### src/rtl/nic_reg_pkg.sv
package nic_reg_pkg;
  localparam int DW       = 16;
  localparam int BW       = 2 * DW;
  localparam int NREG     = 16;
  localparam int AW       = $clog2(NREG);

  localparam int IDX_CMD   = 0;
  localparam int IDX_DCFG  = 1;
  localparam int IDX_DCFG2 = 2;
  localparam int IDX_TXC   = 3;
  localparam int IDX_RXC   = 4;
  localparam int IDX_IMSK  = 5;
  localparam int IDX_ISTAT = 6;
  localparam int IDX_PTR0  = 7;
  localparam int NPTR      = 4;
  localparam int IDX_TALLY0 = 11;
  localparam int NTALLY    = 3;
  localparam int IDX_REV   = 14;
  localparam int IDX_SCR   = 15;

  localparam logic [DW-1:0] CMD_RESET_VAL = 16'h0085;
  localparam logic [DW-1:0] REV_VAL       = 16'h0004;
  localparam int CMD_SRST_BIT  = 7;
  localparam int CMD_FETCH_BIT = 5;
  localparam int DCFG_WIDE_BIT = 5;
  localparam int ST_EXHAUST_BIT = 5;

  localparam logic [DW-1:0] M_DCFG  = 16'hBFFF;
  localparam logic [DW-1:0] M_DCFG2 = 16'hF017;
  localparam logic [DW-1:0] M_TXC   = 16'hF000;
  localparam logic [DW-1:0] M_RXC   = 16'hFFE0;
  localparam logic [DW-1:0] M_IMSK  = 16'h7FFF;
  localparam logic [DW-1:0] M_WIDE  = 16'hFFFC;
  localparam logic [DW-1:0] M_NARROW = 16'hFFFE;

  typedef enum logic [2:0] {
    WR_PLAIN, WR_MASK, WR_LOCKED, WR_ALIGN, WR_INVERT, WR_NONE
  } wr_kind_e;
endpackage

### src/rtl/nic_reg_lane.sv
module nic_reg_lane
  import nic_reg_pkg::*;
(
  input  logic          big_endian,
  input  logic [BW-1:0] bus_wdata,
  input  logic [DW-1:0] rd_val,
  output logic [DW-1:0] wr_val,
  output logic [BW-1:0] bus_rdata
);
  always_comb begin
    if (big_endian) begin
      wr_val    = bus_wdata[BW-1:DW];
      bus_rdata = {rd_val, {DW{1'b0}}};
    end else begin
      wr_val    = bus_wdata[DW-1:0];
      bus_rdata = {{DW{1'b0}}, rd_val};
    end
  end
endmodule

### src/rtl/nic_reg_rules.sv
module nic_reg_rules
  import nic_reg_pkg::*;
(
  input  logic [AW-1:0] addr,
  input  logic [DW-1:0] val,
  input  logic          srst_mode,
  input  logic          wide_mode,
  output logic [DW-1:0] stored,
  output logic          allow
);
  wr_kind_e        kind;
  logic [DW-1:0]   mask;

  always_comb begin
    kind = WR_PLAIN;
    mask = '1;
    if (addr == AW'(IDX_DCFG)) begin
      kind = WR_LOCKED; mask = M_DCFG;
    end else if (addr == AW'(IDX_DCFG2)) begin
      kind = WR_LOCKED; mask = M_DCFG2;
    end else if (addr == AW'(IDX_TXC)) begin
      kind = WR_MASK; mask = M_TXC;
    end else if (addr == AW'(IDX_RXC)) begin
      kind = WR_MASK; mask = M_RXC;
    end else if (addr == AW'(IDX_IMSK)) begin
      kind = WR_MASK; mask = M_IMSK;
    end else if (addr >= AW'(IDX_PTR0) && addr < AW'(IDX_PTR0 + NPTR)) begin
      kind = WR_ALIGN; mask = wide_mode ? M_WIDE : M_NARROW;
    end else if (addr >= AW'(IDX_TALLY0) && addr < AW'(IDX_TALLY0 + NTALLY)) begin
      kind = WR_INVERT;
    end else if (addr == AW'(IDX_REV)) begin
      kind = WR_NONE;
    end
  end

  always_comb begin
    unique case (kind)
      WR_INVERT: stored = ~val;
      WR_PLAIN:  stored = val;
      default:   stored = val & mask;
    endcase
    allow = (kind != WR_NONE) && ((kind != WR_LOCKED) || srst_mode);
  end
endmodule

### src/rtl/nic_reg_status.sv
module nic_reg_status
  import nic_reg_pkg::*;
(
  input  logic          clk,
  input  logic          rst_n,
  input  logic          w1c_en,
  input  logic [DW-1:0] w1c_val,
  input  logic [DW-1:0] evt_set,
  input  logic [DW-1:0] imask,
  output logic [DW-1:0] istat,
  output logic          exhaust_cleared,
  output logic          irq
);
  logic [DW-1:0] clr;
  assign clr = w1c_en ? (w1c_val & istat) : '0;
  assign exhaust_cleared = clr[ST_EXHAUST_BIT] & ~evt_set[ST_EXHAUST_BIT];

  always_ff @(posedge clk or negedge rst_n) begin
    if (!rst_n) begin
      istat <= '0;
      irq   <= 1'b0;
    end else begin
      istat <= (istat & ~clr) | evt_set;
      irq   <= |(istat & imask);
    end
  end
endmodule

### src/rtl/nic_reg_fetch.sv
module nic_reg_fetch (
  input  logic clk,
  input  logic rst_n,
  input  logic req_cmd,
  input  logic req_stat,
  input  logic fetch_done,
  output logic fetch_start,
  output logic cmd_fetch_clr,
  output logic busy
);
  logic pend_cmd, pend_stat, src_cmd;

  assign fetch_start   = !busy && (pend_cmd || pend_stat);
  assign cmd_fetch_clr = busy && fetch_done && src_cmd;

  always_ff @(posedge clk or negedge rst_n) begin
    if (!rst_n) begin
      pend_cmd  <= 1'b0;
      pend_stat <= 1'b0;
      busy      <= 1'b0;
      src_cmd   <= 1'b0;
    end else begin
      if (fetch_start) begin
        busy    <= 1'b1;
        src_cmd <= pend_cmd;
        if (pend_cmd) pend_cmd  <= 1'b0;
        else          pend_stat <= 1'b0;
      end else if (busy && fetch_done) begin
        busy <= 1'b0;
      end
      if (req_cmd)  pend_cmd  <= 1'b1;
      if (req_stat) pend_stat <= 1'b1;
    end
  end
endmodule

### src/rtl/nic_regfile.sv
module nic_regfile
  import nic_reg_pkg::*;
(
  input  logic          clk,
  input  logic          rst_n,
  input  logic          big_endian,
  input  logic          bus_we,
  input  logic [AW-1:0] bus_addr,
  input  logic [BW-1:0] bus_wdata,
  output logic [BW-1:0] bus_rdata,
  input  logic [DW-1:0] evt_set,
  input  logic          fetch_done,
  output logic          fetch_start,
  output logic          irq
);
  logic [DW-1:0] rf [NREG];
  logic [DW-1:0] wr_val, stored, rd_val, istat;
  logic          allow, exhaust_cleared, cmd_fetch_clr, fetch_busy;
  logic          req_cmd, w1c_en;

  assign rd_val = rf[bus_addr];

  nic_reg_lane u_lane (
    .big_endian(big_endian), .bus_wdata(bus_wdata), .rd_val(rd_val),
    .wr_val(wr_val), .bus_rdata(bus_rdata)
  );

  nic_reg_rules u_rules (
    .addr(bus_addr), .val(wr_val),
    .srst_mode(rf[IDX_CMD][CMD_SRST_BIT]),
    .wide_mode(rf[IDX_DCFG][DCFG_WIDE_BIT]),
    .stored(stored), .allow(allow)
  );

  assign w1c_en = bus_we && (bus_addr == AW'(IDX_ISTAT));

  nic_reg_status u_status (
    .clk(clk), .rst_n(rst_n), .w1c_en(w1c_en), .w1c_val(wr_val),
    .evt_set(evt_set), .imask(rf[IDX_IMSK]), .istat(istat),
    .exhaust_cleared(exhaust_cleared), .irq(irq)
  );

  assign req_cmd = bus_we && (bus_addr == AW'(IDX_CMD)) &&
                   wr_val[CMD_FETCH_BIT] && !rf[IDX_CMD][CMD_FETCH_BIT];

  nic_reg_fetch u_fetch (
    .clk(clk), .rst_n(rst_n), .req_cmd(req_cmd), .req_stat(exhaust_cleared),
    .fetch_done(fetch_done), .fetch_start(fetch_start),
    .cmd_fetch_clr(cmd_fetch_clr), .busy(fetch_busy)
  );

  for (genvar i = 0; i < NREG; i++) begin : g_reg
    if (i == IDX_ISTAT) begin : g_stat
      assign rf[i] = istat;
    end else if (i == IDX_REV) begin : g_rev
      assign rf[i] = REV_VAL;
    end else if (i == IDX_CMD) begin : g_cmd
      logic [DW-1:0] q, nxt;
      always_comb begin
        nxt = q;
        if (bus_we && bus_addr == AW'(i)) begin
          nxt = wr_val;
          nxt[CMD_FETCH_BIT] = wr_val[CMD_FETCH_BIT] | q[CMD_FETCH_BIT];
        end
        if (cmd_fetch_clr) nxt[CMD_FETCH_BIT] = 1'b0;
      end
      always_ff @(posedge clk or negedge rst_n) begin
        if (!rst_n) q <= CMD_RESET_VAL;
        else        q <= nxt;
      end
      assign rf[i] = q;
    end else begin : g_data
      logic [DW-1:0] q;
      always_ff @(posedge clk or negedge rst_n) begin
        if (!rst_n)                                   q <= '0;
        else if (bus_we && bus_addr == AW'(i) && allow) q <= stored;
      end
      assign rf[i] = q;
    end
  end
endmodule

### config.mk
export PLATFORM = sky130hd
export DESIGN_NAME = nic_regfile
export DESIGN_NICKNAME = d
export VERILOG_FILES = /design/src/rtl/nic_reg_pkg.sv /design/src/rtl/nic_reg_lane.sv /design/src/rtl/nic_reg_rules.sv /design/src/rtl/nic_reg_status.sv /design/src/rtl/nic_reg_fetch.sv /design/src/rtl/nic_regfile.sv
export SDC_FILE = /design/constraint.sdc
export NUM_CORES = 1
export LEC_CHECK = 0
export ABC_AREA = 1
export CAP_MARGIN = 20
export CORE_MARGIN = 5
export CORE_UTILIZATION = 40
export DETAILED_ROUTE_END_ITERATION = 12
export PLACE_DENSITY = 0.63
export SETUP_SLACK_MARGIN = 0.4
export SKIP_CTS_REPAIR_TIMING = 1
export SLEW_MARGIN = 10
export SYNTH_ARGS = -nofsm -noshare
export SYNTH_HDL_FRONTEND = slang
export SYNTH_HIERARCHICAL = 1
export SYNTH_SLANG_ARGS = --single-unit
### constraint.sdc
create_clock -name clk -period 1.71 [get_ports clk]
set_input_delay 0.342 -clock clk [delete_from_list [all_inputs] [get_ports clk]]
set_output_delay 0.342 -clock clk [all_outputs]
set_load 0.005 [all_outputs]
# Word-level counts from Yosys, hierarchy flattened
# Index checks and enable logic that the tools add are counted.
# Widths: inputs -> output; s select.
# op_classes
magnitude_cmp	5
eq_ne	19
muxes	31
bitwise	11
n_reduce_logical	48
# op_table
cell	n
$mux 16	10
$and 16x16->16	4
$bmux 16 s4	1
$logic_and 1x1->1	36
$eq 4x4->1 const B	8
$mux 32	1
$not 16->16	2
$pmux 16 s2	1
$mux 3	8
$eq 4x3->1 const B	4
$or 16x16->16	1
$reduce_or 16->1	1
$eq 4x2->1 const B	2
$lt 4x4->1 const B	2
$mux 1	8
$reduce_bool 2->1	4
$mux 6	1
$ge 5x5->1 const B	1
$not 4->5	1
$eq 4x1->1 const B	1
$ge 4x3->1 const B	1
$ge 4x4->1 const B	1
$logic_not 4->1	1
$eq 3x3->1 const B	1
11 further kinds	13
# word_totals
regBits	245
inputBits	57
output_inout_bits	34
wordCells	135

# Logic depth before layout (Yosys ltp)
# depth
ltp_word	13
ltp_mapped	13
ltp_nobuf	11

# Hierarchy
# The synthesis kept the hierarchy.
# modules_own_cells
module	n_inst	cells_per_inst	area_each_um2	seq_area_each_um2
nic_regfile	1	1456	10764.1	5609.1
nic_reg_status	1	88	775.7	425.4
nic_reg_lane	1	119	465.4	0.0
nic_reg_rules	1	67	357.8	0.0
nic_reg_fetch	1	18	166.4	100.1

# Worst setup path after synthesis
# No wires, ideal clock.
# synth_path
path_kind	in2reg
start	in bus_addr[3]
end	reg g_reg[8].g_data.q[1]
arrival_ns	1.657
required_time_ns	1.627
path_slack_ns	-0.030
path_stages	10
n_path_buf	1
cell_sequence	nor2_1 > nand2_2 > o21ai_0 > a21oi_1 > nand2_1 > inv_1 > nand3_1 > clkbuf_1 > nand2_1 > o21ai_0
# synth_between
elab_chain_len	13
elab_cells_between_ends	37
cone_classes	order compare (4); eq/ne (10); mux (15); bitwise (1); reduce/logical (7)
# synth_rtl
item	line_no	rtl
from (decl)	nic_regfile.sv:8	input logic [AW-1:0] bus_addr,
$ge 4x4->1 (tied with other cells)	nic_reg_rules.sv:29	end else if (addr >= AW'(IDX_TALLY0) && addr < AW'(IDX_TALLY0 + NTALLY)) begin
$logic_and 1x1->1 / $mux 3 (equally long branches)	nic_reg_rules.sv:29, nic_reg_rules.sv:31	
$mux 3	nic_reg_rules.sv:29	
$mux 3	nic_reg_rules.sv:27	end else if (addr >= AW'(IDX_PTR0) && addr < AW'(IDX_PTR0 + NPTR)) begin
$mux 3	nic_reg_rules.sv:25	end else if (addr == AW'(IDX_IMSK)) begin
$mux 3	nic_reg_rules.sv:23	end else if (addr == AW'(IDX_RXC)) begin
$mux 3	nic_reg_rules.sv:21	end else if (addr == AW'(IDX_TXC)) begin
$mux 3	nic_reg_rules.sv:19	end else if (addr == AW'(IDX_DCFG2)) begin
$mux 3 *	nic_reg_rules.sv:17	if (addr == AW'(IDX_DCFG)) begin
$ne 3x2->1	nic_reg_rules.sv:42	allow = (kind != WR_NONE) && ((kind != WR_LOCKED) || srst_mode);
$logic_or 1x1->1	nic_reg_rules.sv:42	
$logic_and 1x1->1 *	nic_reg_rules.sv:42	
named net allow	nic_regfile.sv:18	logic allow, exhaust_cleared, cmd_fetch_clr, fetch_busy;
$logic_and 1x1->1 *	nic_regfile.sv:76	else if (bus_we && bus_addr == AW'(i) && allow) q <= stored;
to (signal assigned)	nic_regfile.sv:76	
to (decl)	nic_regfile.sv:73	logic [DW-1:0] q;
# Mark *: on every way through the listed nets, which the timed path passes. The rest lies on a longest branch.
# A chain may end at the register's enable or synchronous reset.

# Worst setup path in the final report
# layout_path
start	reg g_reg[11].g_data.q[3]
end	out bus_rdata[3]
# layout_between
elab_chain_len	4
# layout_rtl
item	line_no	rtl
from (decl)	nic_regfile.sv:73	
from (signal assigned)	nic_regfile.sv:76	
$bmux 16 s4	nic_regfile.sv:21	assign rd_val = rf[bus_addr];
$mux 16 (not written as such) (2 in a row)	nic_regfile.sv:21	
named net rd_val[3]	nic_regfile.sv:17	logic [DW-1:0] wr_val, stored, rd_val, istat;
$mux 32	nic_reg_lane.sv:11	if (big_endian) begin
to (decl)	nic_regfile.sv:10	output logic [BW-1:0] bus_rdata,
# The timed path passes the listed nets, and every way through them passes these cells. The select of a mux whose other input is x is not followed.

==> summary.md <==
| Metric | Value |
|---|---|
| Initial DRC count | 1293 |
| Worst-path fanout max | 2 |
| Seq/Total Area, Yosys | 49.0% |
| Startpoint Class | flop |
| Final Wtd Congestion | 0.903 |
| CTS tree | done |
| Die area | 0.0350 sq mm |
| Post-layout worst setup margin | -0.519 ns |
| Num Clock Sinks | 245 |
| Critical path class | reg2out |
| Placed Cells | 2308 |
| Syn_nets | 1805 |
| Mapped Area | 0.0125 sq mm |
| Slew @ Worst Pin | 0.426 ns |
| Placement-stage cell area | 0.0156 sq mm |
| Synth Register Bits | 245 |
| # nets final | 2069 |
| Highest clock rate | 0.449 GHz |
| Clock transition at the registers of the reported paths | 0.06 ns |
| Number of synthesis warnings | 6 |
| Drt drc | 0 |
| HPWL Detailed | 28.6 mm |
| Max-capacitance violation count | 0 |
| Initial Utilization | 40.7% |
| Share of layout cells above drive strength 1 | 28.7% |
| Final core occ | 59.9% |
| Post-synthesis mux area share | 0% |
| Non-Filler Instances | 2424 |
| Final Hold Viols | 0 |
| Async SR Flop Fraction | 100% |
| Worst r2r src | g_reg[0].g_cmd.q[7] |
| Worst endpoint required time | 1.37 ns |
| Ports | 91 |
| Internal reg-to-reg setup slack | -0.38 ns |
| Root Buffer | clkbuf_16 |
| Unrepaired setup endpoints after global routing | yes |
| Fin crit share | 130% |
| Reg2reg end | g_reg[15].g_data.q[14] |
| WL final | 47.8 mm |
| Slew headroom | 71.6% |
| Hold Path Class | in2async |
| 1st-pass router iterations | 6 |
| Post-synthesis adder-cell area fraction | 0% |
| Synth Area in Simple Gates | 31.9% |
| Worst Path Arrival | 1.89 ns |
| Synth Area in Compound Gates | 10.6% |
| Final setup fails | 240 |
| Cts bufs inserted | 27 |
| P&R area growth vs syn | 46.9% |
| Setup WS pre-CTS | -0.994 ns |
| R2R cell count | 11 |
| Pwr Density | 1000 mW/mm^2 |
| Fin area | 0.0184 sq mm |
| Status | complete, but fails checks |
| EDFF count, synth | 0 |
| Drt via density | 5.35 |
| Row cnt | 64 |
| Ys flop type | dfrtp_1 |
| H-tree depth | 1 |
| Slew Limit Fails | 0 |
| Global-route wire length before repair | 64.4 mm |
| Peak VDD IR | 0.864 mV |
| I/O Buffers | 90 |
| CP Cell Sequence | nand3_1 -> nand2_1 -> nor2_2 -> nor2_1 -> nor2_1 -> nand2_2 -> buf_6 -> inv_4 -> nor2_2 -> buf_2 |
| Antenna Diode Count | 0 |
| Failing checks | setup timing |
| Vias in the first global route | 11547 |
| Clk_lat worst skew | 0.56 ns |
| XOR/XNOR Fraction of Synth Area | 0.200% |
| Max incr delay on CP | 0.39 ns |
| Avg Cell Area, Syn | 7.17 sq um |
| GRT Overall Usage | 22.7% |
| Routed length per instance | 19.7 um |
| Routed via count | 12972 |
| Clock Skew | 0.0302 ns |
| Largest net degree at the start of global routing | 49 |
| Core area | 0.0307 sq mm |
| Die width | 187 um |
| GR Overflow Total | 0 |
| Initial antenna violation count | 0 |
| Post-layout min period | 2.23 ns |
| Leak pwr | 9.48 nW |
| Die Ht | 187 um |
| CTS max path bufs | 3 |
| Routed Antenna Nets | 0 |
| Largest family of logic cells by synthesized area | simple AND/OR/NAND/NOR gates |
| Syn Inst Count | 1748 |
| Cell variety after synth | 32 |
| Crit. End Element | output port |
| Slowest library cell on the worst path | dfrtp_1 |
## area by class of cell
cell class | count | area (sq um)
clock inverters | 4 | 51.3
flip-flops and latches | 245 | 6130
well taps | 396 | 495
multi-input cells | 1265 | 6250
clock buffers | 41 | 788
inverters | 122 | 508
fillers | 2668 | 12300
repair buffers | 351 | 4180
## per-layer routing
metal | track usage [%] | vias to the layer above | part of all wire (%)
met1 | 32.3 | 6285 | 43
met4 | 5.06 | 0 | 3.0
li1 | - | 6007 | -
met3 | 2.65 | 101 | 7.7
met2 | 37.6 | 579 | 47
met5 | 0 | - | 0
## flip-flops by register name (all words and copies together), names as in the netlist
register / cells
u_fetch/busy: 1
u_status/irq: 1
u_fetch/pend_cmd: 1
g.g_data.q: 208
u_status/istat: 16
u_fetch/src_cmd: 1
u_fetch/pend_stat: 1
g.g_cmd.q: 16
## cells in the final DEF, fill, tap and decap left out, types with 23 or more instances in the layout
cell type / n
o21ai_2: 23
nand2_1: 666
buf_6: 27
o21ai_0: 54
buf_4: 140
nand2_2: 108
dfrtp_1: 242
nand3_1: 86
clkdlybuf4s50_1: 51
clkbuf_16: 55
nor2_1: 51
inv_1: 98
o21ai_1: 159
buf_12: 63
## worst max-delay path: cells and delay by family (launching register included)
family	cells	cell delay, ns
flip-flops	1	0.39
buffers and inverters	3	0.31
AND/OR/NAND/NOR	7	0.63
## synth_stat cells, types with 4 or more instances
cell type	count	area share (%)
nand4_1	4	0.20
buf_6	5	0.45
clkbuf_1	49	1.5
o21ai_0	146	5.8
nand2_1	793	24
dfrtp_1	242	48
o21ai_1	88	3.5
nand3_1	113	4.5
a21o_1	15	0.90
inv_1	117	3.5
buf_2	53	2.1
nand2_2	7	0.35
a21oi_1	4	0.16
nor2_1	79	2.4
buf_4	5	0.30
## metrics by stage
step	hold WS (ns)	setup TNS (ns)	power (mW)
3_3_place_gp	0.278	-165.75	11.8
4_1_cts	-0.300	-48.44	17.6
2_1_floorplan	0.0464	0	10.0
5_1_grt	0.304	-77.74	19.3
3_5_place_dp	0.280	-174.14	11.9
6_report	0.281	-64.22	18.4
## logic make-up (layout without fill, tap and decap cells)
| group | Yosys count | in the layout |
|---|---|---|
| and+or+nand+nor | 1007 | 1007 |
| buffers and inverters | 238 | 518 |
| AOI/OAI and AO/OA | 256 | 256 |
| DFF | 245 | 245 |
| xor gates and xnor gates | 2 | 2 |
## worst max path at each step
stage                         endpoint  cells past startpoint                  start
after floorplan           bus_rdata[2]                     11            bus_addr[1]
after global placement    bus_rdata[2]                     12            bus_addr[2]
after detailed placement  bus_rdata[2]                     12            bus_addr[2]
after CTS                 bus_rdata[2]                     12            bus_addr[2]
after global routing      bus_rdata[3]                     10  g_reg[11].g_data.q[3]
final                     bus_rdata[3]                     10  g_reg[11].g_data.q[3]
## where the power goes
group / internal [mW] / switching, mW / leakage [nW]
Sequential: 7.03 / 0.764 / 3.10
Combinational: 2.27 / 2.69 / 5.98
Clock: 3.29 / 2.37 / 0.408
Power figures use the tool's default switching activity.
